==> config.mk <==
export PLATFORM = sky130hd
export DESIGN_NAME = i2c_host_regs
export DESIGN_NICKNAME = d
export VERILOG_FILES = /design/src/rtl/i2c_host_pkg.sv /design/src/rtl/i2c_host_decode.sv /design/src/rtl/i2c_host_cmd_fsm.sv /design/src/rtl/i2c_host_status.sv /design/src/rtl/i2c_host_regs.sv
export SDC_FILE = /design/constraint.sdc
export NUM_CORES = 1
export LEC_CHECK = 0
export CORE_UTILIZATION = 61
export CTS_BUF_LIST = sky130_fd_sc_hd__clkbuf_4 sky130_fd_sc_hd__clkbuf_8 sky130_fd_sc_hd__clkbuf_16
export DETAILED_ROUTE_END_ITERATION = 12
export DONT_BUFFER_PORTS = 1
export PLACE_DENSITY = 0.82
export SYNTH_ARGS = -nofsm -noshare
export SYNTH_HDL_FRONTEND = slang
export SYNTH_HIERARCHICAL = 1
export SYNTH_SLANG_ARGS = --single-unit
==> constraint.sdc <==
create_clock -name clk -period 3.71 [get_ports clk]
set_clock_uncertainty 0.1 [all_clocks]
set_input_delay 0.742 -clock clk [delete_from_list [all_inputs] [get_ports clk]]
set_output_delay 0.742 -clock clk [all_outputs]
set_load 0.03 [all_outputs]
==> src/rtl/i2c_host_pkg.sv <==
package i2c_host_pkg;

    localparam int ADDR_W   = 3;
    localparam int DATA_W   = 8;
    localparam int NUM_REGS = 5;

    // byte addresses; software depends on these
    localparam int RA_DIV_LO  = 0;
    localparam int RA_DIV_HI  = 1;
    localparam int RA_CTRL    = 2;
    localparam int RA_DATA    = 3;
    localparam int RA_CMDSTAT = 4;

    // command byte bit positions
    localparam int CB_START = 7;
    localparam int CB_STOP  = 6;
    localparam int CB_READ  = 5;
    localparam int CB_WRITE = 4;
    localparam int CB_NACK  = 3;
    localparam int CB_IACK  = 0;

    // control byte bit positions
    localparam int KB_EN   = 7;
    localparam int KB_IEN  = 6;
    localparam int KB_HOST = 5;

    typedef enum logic [1:0] {
        CMD_IDLE    = 2'd0,
        CMD_REQUEST = 2'd1,
        CMD_WAIT    = 2'd2
    } cmd_state_e;

    typedef struct packed {
        logic start;
        logic stop;
        logic rd;
        logic wr;
        logic nack;
    } cmd_bits_t;

    typedef struct packed {
        logic en;
        logic ien;
        logic host;
    } ctrl_bits_t;

endpackage

==> src/rtl/i2c_host_decode.sv <==
module i2c_host_decode
    import i2c_host_pkg::*;
#(
    parameter int AW = ADDR_W,
    parameter int NR = NUM_REGS
) (
    input  logic [AW-1:0] bus_addr,
    input  logic          bus_wr,
    input  logic          bus_rd,
    output logic [NR-1:0] wr_sel,
    output logic          rd_hit
);

    // one write enable per implemented address
    for (genvar i = 0; i < NR; i++) begin : g_wsel
        assign wr_sel[i] = bus_wr && (bus_addr == AW'(i));
    end

    always_comb begin
        rd_hit = bus_rd && (int'(bus_addr) < NR);
    end

    always_comb begin
        if (bus_wr) begin
            assert ($countones(wr_sel) <= 1)
                else $error("decode selected more than one register");
        end
    end

endmodule

==> src/rtl/i2c_host_cmd_fsm.sv <==
module i2c_host_cmd_fsm
    import i2c_host_pkg::*;
#(
    parameter int DW = DATA_W
) (
    input  logic          clk,
    input  logic          rst_n,
    input  logic          cmd_we,
    input  logic [DW-1:0] cmd_wdata,
    input  logic          core_en,
    input  logic          eng_accept,
    input  logic          eng_done,
    output logic          eng_req,
    output cmd_bits_t     cmd_q,
    output logic          in_flight,
    output logic          finish,
    output logic          finish_rd,
    output logic          iack
);

    cmd_state_e state_q, state_d;
    cmd_bits_t  cmd_d;
    logic       was_rd_q, was_rd_d;
    logic       issue;
    logic       grant;

    // a command is taken only when enabled, idle and carrying an action
    always_comb begin
        issue = cmd_we && core_en && (state_q == CMD_IDLE) &&
                (cmd_wdata[CB_START] || cmd_wdata[CB_STOP] ||
                 cmd_wdata[CB_READ]  || cmd_wdata[CB_WRITE]);
        grant = (state_q == CMD_REQUEST) && eng_accept;
    end

    // next state and pending action bits
    always_comb begin
        state_d  = state_q;
        cmd_d    = cmd_q;
        was_rd_d = was_rd_q;
        unique case (state_q)
            CMD_IDLE: begin
                if (issue) begin
                    state_d    = CMD_REQUEST;
                    cmd_d.start = cmd_wdata[CB_START];
                    cmd_d.stop  = cmd_wdata[CB_STOP];
                    cmd_d.rd    = cmd_wdata[CB_READ];
                    cmd_d.wr    = cmd_wdata[CB_WRITE];
                    cmd_d.nack  = cmd_wdata[CB_NACK];
                    was_rd_d    = cmd_wdata[CB_READ];
                end
            end
            CMD_REQUEST: begin
                if (grant) begin
                    state_d = CMD_WAIT;
                    cmd_d   = '0;
                end
            end
            CMD_WAIT: begin
                if (eng_done) begin
                    state_d = CMD_IDLE;
                end
            end
            default: begin
                state_d = CMD_IDLE;
                cmd_d   = '0;
            end
        endcase
    end

    // state register
    always_ff @(posedge clk or negedge rst_n) begin
        if (!rst_n) begin
            state_q  <= CMD_IDLE;
            cmd_q    <= '0;
            was_rd_q <= 1'b0;
        end else begin
            state_q  <= state_d;
            cmd_q    <= cmd_d;
            was_rd_q <= was_rd_d;
        end
    end

    // outputs
    always_comb begin
        eng_req   = (state_q == CMD_REQUEST);
        in_flight = (state_q != CMD_IDLE);
        finish    = (state_q == CMD_WAIT) && eng_done;
        finish_rd = finish && was_rd_q;
        iack      = cmd_we && cmd_wdata[CB_IACK];
    end

    // action bits drop the cycle after the engine takes them
    assert_selfclear_R6: assert property (@(posedge clk) disable iff (!rst_n)
        (eng_req && eng_accept) |=> (!eng_req && cmd_q == '0));

    // nothing is issued from idle while the core is disabled
    assert_disabled_quiet_R11: assert property (@(posedge clk) disable iff (!rst_n)
        (!in_flight && !core_en) |=> !eng_req);

    // a write during a command leaves the pending bits alone
    assert_inflight_hold_R11: assert property (@(posedge clk) disable iff (!rst_n)
        (eng_req && !eng_accept) |=> (eng_req && $stable(cmd_q)));

    // completion always returns to idle
    assert_done_idle_R7: assert property (@(posedge clk) disable iff (!rst_n)
        finish |=> !in_flight);

endmodule

==> src/rtl/i2c_host_status.sv <==
module i2c_host_status
    import i2c_host_pkg::*;
#(
    parameter int DW = DATA_W
) (
    input  logic          clk,
    input  logic          rst_n,
    input  logic          finish,
    input  logic          finish_rd,
    input  logic          iack,
    input  logic          in_flight,
    input  logic [DW-1:0] eng_rxbyte,
    input  logic          eng_got_nack,
    input  logic          eng_arb_lost,
    input  logic          eng_bus_busy,
    output logic [DW-1:0] status,
    output logic [DW-1:0] rxbyte,
    output logic          int_flag
);

    logic nack_q;
    logic arb_q;
    logic busy_q;

    // completion outranks acknowledge so no event is lost
    always_ff @(posedge clk or negedge rst_n) begin
        if (!rst_n) begin
            int_flag <= 1'b0;
        end else if (finish) begin
            int_flag <= 1'b1;
        end else if (iack) begin
            int_flag <= 1'b0;
        end
    end

    always_ff @(posedge clk or negedge rst_n) begin
        if (!rst_n) begin
            nack_q <= 1'b0;
            arb_q  <= 1'b0;
        end else if (finish) begin
            nack_q <= eng_got_nack;
            arb_q  <= eng_arb_lost;
        end
    end

    always_ff @(posedge clk or negedge rst_n) begin
        if (!rst_n) begin
            rxbyte <= '0;
        end else if (finish_rd) begin
            rxbyte <= eng_rxbyte;
        end
    end

    always_ff @(posedge clk or negedge rst_n) begin
        if (!rst_n) begin
            busy_q <= 1'b0;
        end else begin
            busy_q <= eng_bus_busy;
        end
    end

    always_comb begin
        status       = '0;
        status[7]    = nack_q;
        status[6]    = busy_q;
        status[5]    = arb_q;
        status[1]    = in_flight;
        status[0]    = int_flag;
    end

    // completion raises the flag
    assert_done_sets_flag_R8: assert property (@(posedge clk) disable iff (!rst_n)
        finish |=> int_flag);

    // acknowledge without completion clears the flag
    assert_iack_clears_R9: assert property (@(posedge clk) disable iff (!rst_n)
        (iack && !finish) |=> !int_flag);

    // received byte only moves on a finished read
    assert_rx_hold_R4: assert property (@(posedge clk) disable iff (!rst_n)
        !finish_rd |=> $stable(rxbyte));

endmodule

==> src/rtl/i2c_host_regs.sv <==
module i2c_host_regs
    import i2c_host_pkg::*;
#(
    parameter int          AW          = ADDR_W,
    parameter int          DW          = DATA_W,
    parameter int          DIV_BYTES   = 2,
    parameter logic [15:0] DIV_RESET   = 16'hFFFF
) (
    input  logic                    clk,
    input  logic                    rst_n,
    input  logic [AW-1:0]           bus_addr,
    input  logic [DW-1:0]           bus_wdata,
    input  logic                    bus_wr,
    input  logic                    bus_rd,
    output logic [DW-1:0]           bus_rdata,
    output logic [DIV_BYTES*DW-1:0] prescale,
    output logic                    core_en,
    output logic                    host_mode,
    output logic [DW-1:0]           eng_txbyte,
    output logic                    eng_req,
    output logic                    eng_start,
    output logic                    eng_stop,
    output logic                    eng_read,
    output logic                    eng_write,
    output logic                    eng_nack,
    input  logic                    eng_accept,
    input  logic                    eng_done,
    input  logic [DW-1:0]           eng_rxbyte,
    input  logic                    eng_got_nack,
    input  logic                    eng_arb_lost,
    input  logic                    eng_bus_busy,
    output logic                    irq
);

    localparam int DIV_W = DIV_BYTES * DW;

    logic [NUM_REGS-1:0] wr_sel;
    logic                rd_hit;
    ctrl_bits_t          ctrl_q;
    cmd_bits_t           cmd_q;
    logic                in_flight;
    logic                finish;
    logic                finish_rd;
    logic                iack;
    logic [DW-1:0]       status;
    logic [DW-1:0]       rxbyte;
    logic                int_flag;
    logic [DW-1:0]       rd_mux;
    logic [DW-1:0]       ctrl_byte;

    i2c_host_decode #(.AW(AW), .NR(NUM_REGS)) u_decode (
        .bus_addr (bus_addr),
        .bus_wr   (bus_wr),
        .bus_rd   (bus_rd),
        .wr_sel   (wr_sel),
        .rd_hit   (rd_hit)
    );

    // divider: one byte lane per address, locked while enabled
    for (genvar b = 0; b < DIV_BYTES; b++) begin : g_div
        always_ff @(posedge clk or negedge rst_n) begin
            if (!rst_n) begin
                prescale[b*DW +: DW] <= DIV_RESET[b*DW +: DW];
            end else if (wr_sel[RA_DIV_LO + b] && !ctrl_q.en) begin
                prescale[b*DW +: DW] <= bus_wdata;
            end
        end
    end

    always_ff @(posedge clk or negedge rst_n) begin
        if (!rst_n) begin
            ctrl_q <= '0;
        end else if (wr_sel[RA_CTRL]) begin
            ctrl_q.en   <= bus_wdata[KB_EN];
            ctrl_q.ien  <= bus_wdata[KB_IEN];
            ctrl_q.host <= bus_wdata[KB_HOST];
        end
    end

    always_ff @(posedge clk or negedge rst_n) begin
        if (!rst_n) begin
            eng_txbyte <= '0;
        end else if (wr_sel[RA_DATA]) begin
            eng_txbyte <= bus_wdata;
        end
    end

    i2c_host_cmd_fsm #(.DW(DW)) u_cmd (
        .clk        (clk),
        .rst_n      (rst_n),
        .cmd_we     (wr_sel[RA_CMDSTAT]),
        .cmd_wdata  (bus_wdata),
        .core_en    (ctrl_q.en),
        .eng_accept (eng_accept),
        .eng_done   (eng_done),
        .eng_req    (eng_req),
        .cmd_q      (cmd_q),
        .in_flight  (in_flight),
        .finish     (finish),
        .finish_rd  (finish_rd),
        .iack       (iack)
    );

    i2c_host_status #(.DW(DW)) u_status (
        .clk          (clk),
        .rst_n        (rst_n),
        .finish       (finish),
        .finish_rd    (finish_rd),
        .iack         (iack),
        .in_flight    (in_flight),
        .eng_rxbyte   (eng_rxbyte),
        .eng_got_nack (eng_got_nack),
        .eng_arb_lost (eng_arb_lost),
        .eng_bus_busy (eng_bus_busy),
        .status       (status),
        .rxbyte       (rxbyte),
        .int_flag     (int_flag)
    );

    always_comb begin
        ctrl_byte          = '0;
        ctrl_byte[KB_EN]   = ctrl_q.en;
        ctrl_byte[KB_IEN]  = ctrl_q.ien;
        ctrl_byte[KB_HOST] = ctrl_q.host;
    end

    // read side of each address; 3 and 4 differ from their write side
    always_comb begin
        rd_mux = '0;
        unique case (int'(bus_addr))
            RA_DIV_LO:  rd_mux = prescale[0 +: DW];
            RA_DIV_HI:  rd_mux = prescale[DW +: DW];
            RA_CTRL:    rd_mux = ctrl_byte;
            RA_DATA:    rd_mux = rxbyte;
            RA_CMDSTAT: rd_mux = status;
            default:    rd_mux = '0;
        endcase
    end

    always_ff @(posedge clk or negedge rst_n) begin
        if (!rst_n) begin
            bus_rdata <= '0;
        end else if (bus_rd) begin
            bus_rdata <= rd_hit ? rd_mux : '0;
        end
    end

    always_comb begin
        core_en   = ctrl_q.en;
        host_mode = ctrl_q.host;
        eng_start = cmd_q.start;
        eng_stop  = cmd_q.stop;
        eng_read  = cmd_q.rd;
        eng_write = cmd_q.wr;
        eng_nack  = cmd_q.nack;
        irq       = int_flag && ctrl_q.ien;
    end

    // divider never moves while the core is enabled
    assert_div_locked_R3: assert property (@(posedge clk) disable iff (!rst_n)
        core_en |=> $stable(prescale));

    // interrupt never shows with interrupt enable off
    assert_irq_gated_R10: assert property (@(posedge clk) disable iff (!rst_n)
        (wr_sel[RA_CTRL] && !bus_wdata[KB_IEN]) |=> !irq);

    // read data only changes after a read strobe
    assert_rdata_hold_R2: assert property (@(posedge clk) disable iff (!rst_n)
        !bus_rd |=> $stable(bus_rdata));

endmodule

==> results of run 1 <==
==> final cells by class <==
type / count / area (um^2)
Fill cell: 340 / 1370
Inverter: 14 / 52.6
Tap cell: 50 / 62.6
Timing Repair Buffer: 2 / 20.0
Multi-Input combinational cell: 123 / 1150
Sequential cell: 55 / 1400
Clock buffer: 6 / 76.3
Clock inverter: 2 / 13.8
==> per-layer routing <==
metal  GRT usage [%]  vias to the layer above
met2            40.2                       61
met4            11.2                        0
met3            9.21                        7
li1                -                      732
met5               0                        -
met1            33.8                      822
==> power by group through the flow <==
stage                     clock network (W)  registers [W]  logic (W)
after floorplan                           0        0.00113   0.000281
after detailed placement                  0        0.00119   0.000283
after global routing               0.000361        0.00120   0.000316
after CTS                          0.000343        0.00118   0.000288
final                              0.000335        0.00119   0.000291
after global placement                    0        0.00118   0.000265
==> cells in the mapped netlist (2+ instances only) <==
master	count	area [um^2]
a32oi_1	3	26.3
and2_1	4	25.0
and4bb_2	7	87.6
buf_2	2	10.0
buf_4	9	67.6
buf_6	4	45.0
clkbuf_1	2	7.51
dfrtp_1	39	976
dfstp_2	16	420
inv_1	14	52.6
mux2_2	33	372
mux2_4	8	120
mux2i_1	9	90.1
nand2_1	9	33.8
nor2b_1	4	25.0
nor4bb_1	2	20.0
o2111ai_1	3	26.3
o21ai_0	6	30.0
o221ai_1	3	26.3
o22ai_1	4	25.0
o32a_1	4	40.0
==> path summary, 6_finish.rpt <==
path                                           startpoint                        endpoint  cells after the start
min in group clk                             eng_bus_busy       u_status/busy_q$_DFF_PN0_                      0
setup reg to reg             u_cmd/state_q[0]$_DFFE_PN0P_  u_status/rxbyte[3]$_DFFE_PN0P_                      3
max in group asynchronous                           rst_n       eng_txbyte[5]$_DFFE_PN0P_                      1
setup / recovery             u_cmd/state_q[0]$_DFFE_PN0P_                         eng_req                      1
hold / removal                                      rst_n       eng_txbyte[1]$_DFFE_PN0P_                      0
hold reg to reg            u_status/rxbyte[5]$_DFFE_PN0P_  u_status/rxbyte[5]$_DFFE_PN0P_                      1
==> cell families (layout without fill, tap and decap cells) <==
group                  after synthesis  after routing
AO/OA/AOI/OAI                       31             31
flip-flops                          55             55
other                                1              3
AND/OR/NAND/NOR                     39             39
buffers and inverters               32             24
multiplexers                        50             50
==> through the flow <==
| stage | util (%) | hold WS [ns] | total power (W) | cell area [um^2] | worst slack, ns |
|---|---|---|---|---|---|
| floorplan | - | 0.346 | 0.00141 | 2740 | 1.87 |
| global placement | 64.3 | 0.348 | 0.00145 | 2660 | 1.54 |
| detailed placement | 64.3 | 0.348 | 0.00147 | 2660 | 1.49 |
| CTS | 66.7 | 0.00453 | 0.00181 | 2760 | 1.52 |
| global route | 66.9 | 0.00110 | 0.00188 | 2770 | 1.49 |
| finish | 66.9 | 0.0156 | 0.00181 | 2770 | 1.54 |
==> cell usage in the layout, fill, tap and decap left out, types with 4 or more instances in the layout <==
cell type  instances
mux2_2            33
mux2i_1            9
dfrtp_1           39
mux2_4             8
o22ai_1            4
clkbuf_8           5
and2_1             4
nand2_1            9
o21ai_0            6
dfstp_2           16
and4bb_2           7
o32a_1             4
nor2b_1            4
inv_1             14
==> registers in the layout, indices dropped and copies added, names as in the netlist <==
register and flops:
prescale 16, u_status/arb_q 1, u_status/int_flag 1, u_status/busy_q 1
u_cmd/state_q 2, u_status/rxbyte 8, core_en 1, ctrl_byte 1
u_cmd/was_rd_q 1, bus_rdata 8, u_status/nack_q 1, u_cmd/cmd_q 5
host_mode 1, eng_txbyte 8
==> implementation parameters, run 1 <==
Parameter                              Value

Setup path
  Minimum setup slack among reg-to-reg paths    1.82 ns
  Kind of critical path    reg2out
  Required time of the critical path    2.87 ns
  Endpoint arrival time on the critical path    1.33 ns
  Cells along the critical path    nor2b_1
  Cell class contributing the biggest share of worst-path delay    simple AND/OR/NAND/NOR gates
  Critical path launch point type    flop
  Type of element capturing the critical path    output pin
  Buffers & Inverters on Critical Path    0
  Worst-path cell with the longest stage delay    nor2b_1
  CP max FO    7
  Largest stage delay on the critical path    0.56 ns

Power
  Leakage power    1.17 nW
  Proportion of power drawn by the clock network    18.5%
  Internal power summed over all cells    0.00114 W
  Net switching fraction of the power    37.0%
  Power density relative to cell area    653 mW/mm^2
  Share of power burned in combinational logic    16.1%
  Worst supply voltage drop on vdd    0.458 mV
  Net switching power figure    0.000670 W
  Reg power frac    65.4%

Logic synthesis
  Simple-gate portion of the synthesized area    10.9%
  Cell variety after synth    44
  Mean cell area of the mapped netlist    13.1 um^2
  Fraction of the yosys area taken by sequential cells    51.2%
  Flip-flop and latch count after synthesis    55
  Xor and xnor fraction of the mapped netlist area    0%
  Mux share of post-synthesis cell area    21.3%
  Post-synthesis compound-gate area fraction    9.58%
  Number of enable flip-flop cells after synthesis    0
  Synth Instances    208
  Largest family of logic cells by synthesized area    multiplexers
  FFs w/ async S/R, synth    100%
  Yosys warnings    6
  Area of the mapped netlist    0.00273 mm^2
  Adder-cell area share of the yosys netlist    0%
  Most used flip-flop cell after synthesis    dfrtp_1

GRT
  Maximum number of pins on one net before global-route repair    45
  Remaining global-route overflow    0
  Initial antenna violation count    0
  Global-route wire length before repair    8740 um
  Vias in the first global route    1694
  Total GRT Usage    26.3%

Place
  Final weighted congestion in routability-driven placement    0.793
  Half-perimeter wire length of the detailed placement result    3980 um
  Placed Cells incl. Taps    242
  Total of buffers placed on input and output ports    0

Detailed routing
  Top routing layer in use    met4
  Number of nets with antenna violations after routing    0
  Detailed-route via count    1622
  DRC violations left    0
  Met1 wire length    2330 um
  WL met3    490 um
  Number of search-and-repair iterations in the first detailed-routing pass    4
  Via density per instance    6.44
  Sum of routed wire length over all layers    5660 um
  Initial DRC Count    153
  DR WL met2    2760 um
  Post-DR wirelength/cell    22.5 um

Timing
  Final number of max-transition violations    0
  Setup repair after global routing missed its margin    no
  Actual slew at the worst max-slew pin    0.785 ns
  Post-layout min period    2.17 ns
  Achievable frequency    460 MHz
  Remaining max-slew budget at the tightest pin    47.5%
  Sum Neg Setup Slack    0 ns
  Final setup violation count    0
  Ratio of final minimum period to clock period    58.6%
  Hold Vio Cnt, Final    0

Final layout
  Synth-to-Final Area Change    1.65%
  Number of diodes    0
  Post-layout net count    229
  Layout Cells excl Fill    252
  Fraction of layout cells with a size suffix above 1    39.6%

Clock network
  Clock-pin slew on the worst setup and hold paths    0.11 ns
  TritonCTS sink count    55
  Hold buffers post-CTS    1
  CTS HTree Levels    2
  Post-CTS setup-driven buffer insertion count    0
  Number of buffers on the longest clock path    2
  Cts repair resizes    0
  Worst-skew pair later-pin latency    0.32 ns
  Buffer type at the clock tree root    clkbuf_8
  TritonCTS clock tree    done
  Num CTS Buffers    5

Floorplanning
  DIE HEIGHT    68.9 um
  IO Count    69
  Area of the placeable core    0.00414 mm^2
  Number of rows created at floorplan    23
  Area of the die    0.00475 mm^2
  Die width    68.9 um
  Initial core utilization    65.9%

Run status
  Status    completed

Job
  Max cap viols    0

Worst hold path
  Worst hold path type    in2async
(Power assumes the default switching activity.)
==> run 2, diff against run 1 <==
--- a/config.mk
+++ b/config.mk
@@ -5,11 +5,11 @@
 export SDC_FILE = /design/constraint.sdc
 export NUM_CORES = 1
 export LEC_CHECK = 0
-export CORE_UTILIZATION = 61
+export CORE_UTILIZATION = 57
 export CTS_BUF_LIST = sky130_fd_sc_hd__clkbuf_4 sky130_fd_sc_hd__clkbuf_8 sky130_fd_sc_hd__clkbuf_16
 export DETAILED_ROUTE_END_ITERATION = 12
 export DONT_BUFFER_PORTS = 1
-export PLACE_DENSITY = 0.82
+export PLACE_DENSITY = 0.8
 export SYNTH_ARGS = -nofsm -noshare
 export SYNTH_HDL_FRONTEND = slang
 export SYNTH_HIERARCHICAL = 1
==> constraint.sdc (replaced) <==
create_clock -name clk -period 1.8 [get_ports clk]
set_clock_uncertainty 0.1 [all_clocks]
set_input_delay 0.36 -clock clk [delete_from_list [all_inputs] [get_ports clk]]
set_output_delay 0.36 -clock clk [all_outputs]
set_load 0.03 [all_outputs]
==> implementation parameters, run 2 (same netlist as run 1, synthesis figures left out) <==
Parameter                              Value

GRT
  Remaining global-route overflow    0
  Maximum number of pins on one net before global-route repair    56
  Vias in the first global route    1803
  Total GRT Usage    24.2%
  Initial antenna violation count    0
  Global-route wire length before repair    9240 um

Detailed routing
  Detailed-route via count    1647
  Top routing layer in use    met4
  DRC violations left    3
  WL met3    425 um
  Number of search-and-repair iterations in the first detailed-routing pass    8
  Via density per instance    6.33
  DR WL met2    2840 um
  Number of nets with antenna violations after routing    0
  Post-DR wirelength/cell    22.1 um
  Sum of routed wire length over all layers    5750 um
  Met1 wire length    2390 um
  Initial DRC Count    130

Timing
  Ratio of final minimum period to clock period    92.7%
  Setup repair after global routing missed its margin    no
  Hold Vio Cnt, Final    0
  Sum Neg Setup Slack    0 ns
  Achievable frequency    599 MHz
  Final setup violation count    0
  Final number of max-transition violations    0
  Post-layout min period    1.67 ns

Clock network
  CTS HTree Levels    2
  Clock-pin slew on the worst setup and hold paths    0.10 ns
  Cts repair resizes    0
  TritonCTS clock tree    done
  TritonCTS sink count    55
  Worst-skew pair later-pin latency    0.32 ns
  Number of buffers on the longest clock path    2
  Buffer type at the clock tree root    clkbuf_8
  Post-CTS setup-driven buffer insertion count    0
  Num CTS Buffers    5

Final layout
  Highest-count cells in the layout ignoring fill and taps    dfrtp_1 (39), mux2_2 (33), dfstp_2 (16)
  Layout Cells excl Fill    260
  Synth-to-Final Area Change    4.31%
  Largest register FFs    16
  Register with the most flip-flops    prescale
  Final std cell area, no fill    0.00285 mm^2
  Post-layout net count    235
  Fill cell count    360
  Fraction of layout cells with a size suffix above 1    41.3%
  Number of diodes    0
  Most common library cell in the layout ignoring fill and taps    dfrtp_1
  Post-layout utilization of the core    63.6%

Setup path
  Kind of critical path    reg2reg
  Worst-path cell with the longest stage delay    dfrtp_1
  Critical path launch point type    flop
  Endpoint arrival time on the critical path    1.78 ns
  Type of element capturing the critical path    flop
  Required time of the critical path    1.91 ns
  Minimum setup slack among reg-to-reg paths    0.13 ns
  CP max FO    8
  Beginning of the worst register-to-register path    u_cmd/state_q[1]$_DFFE_PN0P_
  Cells along the critical path    nor2b_1, and3_1, buf_4, mux2_4
  Largest stage delay on the critical path    0.45 ns
  Depth of the worst register-to-register path    4
  Crit path from    u_cmd/state_q[1]$_DFFE_PN0P_
  Worst reg2reg path endpoint    u_status/rxbyte[6]$_DFFE_PN0P_

Floorplanning
  Area of the placeable core    0.00447 mm^2
  Number of rows created at floorplan    24
  Initial core utilization    61.0%
  Die width    71.2 um
  Area of the die    0.00507 mm^2
  DIE HEIGHT    71.2 um
  IO Count    69

Power
  Worst supply voltage drop on vdd    0.775 mV
  Power density relative to cell area    1330 mW/mm^2
  Leakage power    1.21 nW

Worst hold path
  Startpoint of the worst hold path    bus_rd
  Worst hold path type    in2reg
  Endpoint of the worst hold-timing path    bus_rdata[3]$_DFFE_PN0P_
  Min-Delay Path Depth    1

Place
  Placed Cells incl. Taps    249
  Placed cell areas    0.00270 mm^2
  Final weighted congestion in routability-driven placement    0.903
  Total of buffers placed on input and output ports    0
  Half-perimeter wire length of the detailed placement result    4070 um

Run status
  Violations in the final reports    DRC
  Status    finished, violations left

Job
  Max cap viols    0
-- run 2: cell types whose count changed in the layout (fill, tap and decap cells not counted), sizes merged --
cell and change:
buf +6, clkbuf -1, clkinv -1, inv +2
-- run 2: power by group --
part	total (W)	switching, W	internal [W]
registers	0.00242	0.000738	0.00168
clock network	0.000719	0.000432	0.000287
logic	0.000644	0.000245	0.000399
total	0.00378	0.00141	0.00236
-- run 2: worst max-delay path by stage --
stage               slack [ns]                              to
finish                    0.13  u_status/rxbyte[6]$_DFFE_PN0P_
global route              0.06  u_status/rxbyte[6]$_DFFE_PN0P_
CTS                       0.15  u_status/rxbyte[6]$_DFFE_PN0P_
detailed placement        0.18  u_status/rxbyte[3]$_DFFE_PN0P_
global placement          0.24  u_status/rxbyte[4]$_DFFE_PN0P_
floorplan                 0.34       eng_txbyte[0]$_DFFE_PN0P_
-- run 2: routing by layer --
layer | track usage, % | vias up
li1 | - | 744
met1 | 30.8 | 829
met2 | 38.8 | 65
met3 | 8.55 | 9
met4 | 8.00 | 0
met5 | 0 | -
-- run 2: area by class of cell --
class | count | area [um^2] | share of cell area (%)
sequential | 55 | 1400 | 49.1
clock buffer | 5 | 68.8 | 2.42
clock inverter | 3 | 26.3 | 0.923
timing repair buffer | 8 | 85.1 | 2.99
multi-input combinational | 123 | 1150 | 40.5
tap | 52 | 65.1 | 2.29
inverter | 14 | 52.6 | 1.85
-- run 2: worst max-delay path: cells and delay by family, from the launching register on --
| kind | cells | cell delay (ns) |
|---|---|---|
| simple gates | 2 | 0.48 |
| flops | 1 | 0.45 |
| mux | 1 | 0.31 |
| buf+inv | 1 | 0.21 |
-- run 2: what timing repair did --
item / 4_1_cts / 5_1_grt
setup endpoints to repair: 0 / 0
hold buffers: 3 / 0
hold endpoints to repair: 56 / 0
-- run 2: through the flow --
stage | total power, W | setup slack, ns | hold WS, ns
6_report | 0.00378 | 0.131 | 0.0365
5_1_grt | 0.00394 | 0.0641 | 0.0263
4_1_cts | 0.00380 | 0.146 | 0.0359
3_5_place_dp | 0.00305 | 0.178 | -0.0349
3_3_place_gp | 0.00301 | 0.243 | -0.0341
2_1_floorplan | 0.00291 | 0.339 | -0.0356
==> run 3, diff against run 2 <==
--- a/config.mk
+++ b/config.mk
@@ -10,6 +10,7 @@
 export DETAILED_ROUTE_END_ITERATION = 12
 export DONT_BUFFER_PORTS = 1
 export PLACE_DENSITY = 0.8
+export SETUP_SLACK_MARGIN = 0.4
 export SYNTH_ARGS = -nofsm -noshare
 export SYNTH_HDL_FRONTEND = slang
 export SYNTH_HIERARCHICAL = 1
==> implementation parameters, run 3 (same netlist as run 1, synthesis figures left out) <==
Parameter                              Value

Timing
  Fin Hold WS    -0.378 ns
  Sum Neg Setup Slack    0 ns
  Final setup violation count    0
  Achievable frequency    646 MHz
  Setup repair after global routing missed its margin    yes
  Post-layout min period    1.55 ns
  Ratio of final minimum period to clock period    86.0%
  Final number of max-transition violations    0
  Hold Vio Cnt, Final    55

Detailed routing
  Post-DR wirelength/cell    22.3 um
  Number of nets with antenna violations after routing    0
  Sum of routed wire length over all layers    5970 um
  Initial DRC Count    85
  Number of search-and-repair iterations in the first detailed-routing pass    8
  DRC violations left    2
  Detailed-route via count    1695
  Via density per instance    6.32

Setup path
  Buffers & Inverters on Critical Path    1
  Kind of critical path    reg2out
  Type of element capturing the critical path    output pin
  Worst reg2reg path endpoint    u_cmd/cmd_q[0]$_DFFE_PN0P_
  Largest stage delay on the critical path    0.46 ns
  CP max FO    4
  Depth of the worst register-to-register path    4
  Minimum setup slack among reg-to-reg paths    0.28 ns
  Critical path launch point type    flop
  Cells along the critical path    nor2b_1, buf_4
  Required time of the critical path    1.34 ns
  Endpoint arrival time on the critical path    1.09 ns
  Number of stages on the worst setup path    2
  Beginning of the worst register-to-register path    u_cmd/state_q[0]$_DFFE_PN0P_
  Worst setup path endpoint    eng_req
  Crit path from    u_cmd/state_q[0]$_DFFE_PN0P_
  Worst-path cell with the longest stage delay    dfrtp_2
  Cell class contributing the biggest share of worst-path delay    flip-flops

Clock network
  TritonCTS clock tree    done
  TritonCTS sink count    55
  Clock-pin slew on the worst setup and hold paths    0.11 ns
  CTS HTree Levels    2
  Num CTS Buffers    5
  Worst-skew pair later-pin latency    0.32 ns
  Buffer type at the clock tree root    clkbuf_8
  Hold buffers post-CTS    1
  Number of buffers on the longest clock path    2

Worst hold path
  Worst hold path type    in2async

GRT
  Initial antenna violation count    0
  Vias in the first global route    1840
  Global-route wire length before repair    9630 um
  Remaining global-route overflow    0
  Total GRT Usage    25.4%
  Maximum number of pins on one net before global-route repair    56

Floorplanning
  Area of the die    0.00507 mm^2
  DIE HEIGHT    71.2 um
  Number of rows created at floorplan    24
  IO Count    69
  Area of the placeable core    0.00447 mm^2
  Die width    71.2 um
  Initial core utilization    61.0%

Run status
  Violations in the final reports    DRC, hold timing
  Status    finished, violations left

Power
  Net switching power figure    0.00141 W
  Worst supply voltage drop on vdd    0.954 mV
  Reg power frac    61.0%
  Net switching fraction of the power    35.7%
  Leakage power    1.27 nW
  Internal power summed over all cells    0.00255 W
  Proportion of power drawn by the clock network    21.7%
  Power density relative to cell area    1340 mW/mm^2
  Share of power burned in combinational logic    17.3%

Final layout
  Post-layout net count    243
  Number of diodes    0
  Fill cell count    334
  Register with the most flip-flops    prescale
  Fraction of layout cells with a size suffix above 1    49.5%
  Final std cell area, no fill    0.00297 mm^2
  Most common library cell in the layout ignoring fill and taps    dfrtp_1
  Largest register FFs    16
  Highest-count cells in the layout ignoring fill and taps    dfrtp_1 (36), mux2_2 (33), dfstp_2 (16)
  Total area of multi-input combinational cells    0.00119 mm^2
  Synth-to-Final Area Change    8.85%
  Area used by sequential logic in the layout    0.00140 mm^2

Place
  Placed cell areas    0.00271 mm^2
  Final weighted congestion in routability-driven placement    0.782
  Total of buffers placed on input and output ports    0
  Half-perimeter wire length of the detailed placement result    4060 um

Job
  Max cap viols    0
-- run 3: worst reg2reg max path, delay by kind of cell (launching register included) --
kind,cells,cell delay [ns]
AND/OR/NAND/NOR,1,0.32
AO/OA/AOI/OAI,1,0.22
flip-flops,1,0.46
multiplexers,1,0.21
buffers and inverters,1,0.13
-- run 3: what timing repair did --
item                                    4_1_cts  5_1_grt
resized for setup                             6       17
hold endpoints to repair                     56       55
endpoints found under the setup margin       31       41
buffers inserted                              3        6
pin swaps                                     0        4
-- run 3: per-stage QoR --
step	power [W]	hold slack, ns	util [%]	cells	worst slack (ns)
2_1_floorplan	0.00291	-0.0356	-	210	0.407
3_3_place_gp	0.00299	-0.0342	60.7	250	0.325
3_5_place_dp	0.00304	-0.0348	60.7	250	0.201
4_1_cts	0.00392	-0.382	64.3	262	0.280
5_1_grt	0.00412	-0.398	66.4	268	0.232
6_report	0.00397	-0.378	66.4	268	0.252
-- run 3: power by group through the flow --
stage               Combinational, W  Clock [W]  Sequential, W
detailed placement          0.000605          0        0.00244
floorplan                   0.000581          0        0.00233
global route                0.000744   0.000911        0.00246
finish                      0.000686   0.000862        0.00242
global placement            0.000571          0        0.00242
CTS                         0.000641   0.000867        0.00242
-- run 3: final cells by class --
cell class	count	share of cell area [%]
Clock inverter	3	1.68
Inverter	14	1.77
Timing Repair Buffer	16	4.80
Multi-Input combinational cell	123	40.1
Tap cell	52	2.19
Clock buffer	5	2.32
Sequential cell	55	47.1
-- run 3: how the worst min path moves through the flow --
stage | to | slack, ns | start
after floorplan | bus_rdata[0]$_DFFE_PN0P_ | -0.04 | rst_n
after global placement | u_cmd/state_q[0]$_DFFE_PN0P_ | -0.03 | rst_n
after detailed placement | u_cmd/cmd_q[2]$_DFFE_PN0P_ | -0.03 | rst_n
after CTS | eng_txbyte[7]$_DFFE_PN0P_ | -0.38 | rst_n
after global routing | eng_txbyte[2]$_DFFE_PN0P_ | -0.40 | rst_n
final | eng_txbyte[7]$_DFFE_PN0P_ | -0.38 | rst_n
-- run 3: routing by layer --
| layer | up-vias | wire (um) | global-route usage [%] |
|---|---|---|---|
| li1 | 760 | - | - |
| met4 | 0 | 125 | 9.33 |
| met2 | 67 | 2940 | 41.2 |
| met5 | - | 0 | 0 |
| met1 | 856 | 2440 | 31.7 |
| met3 | 12 | 462 | 8.55 |
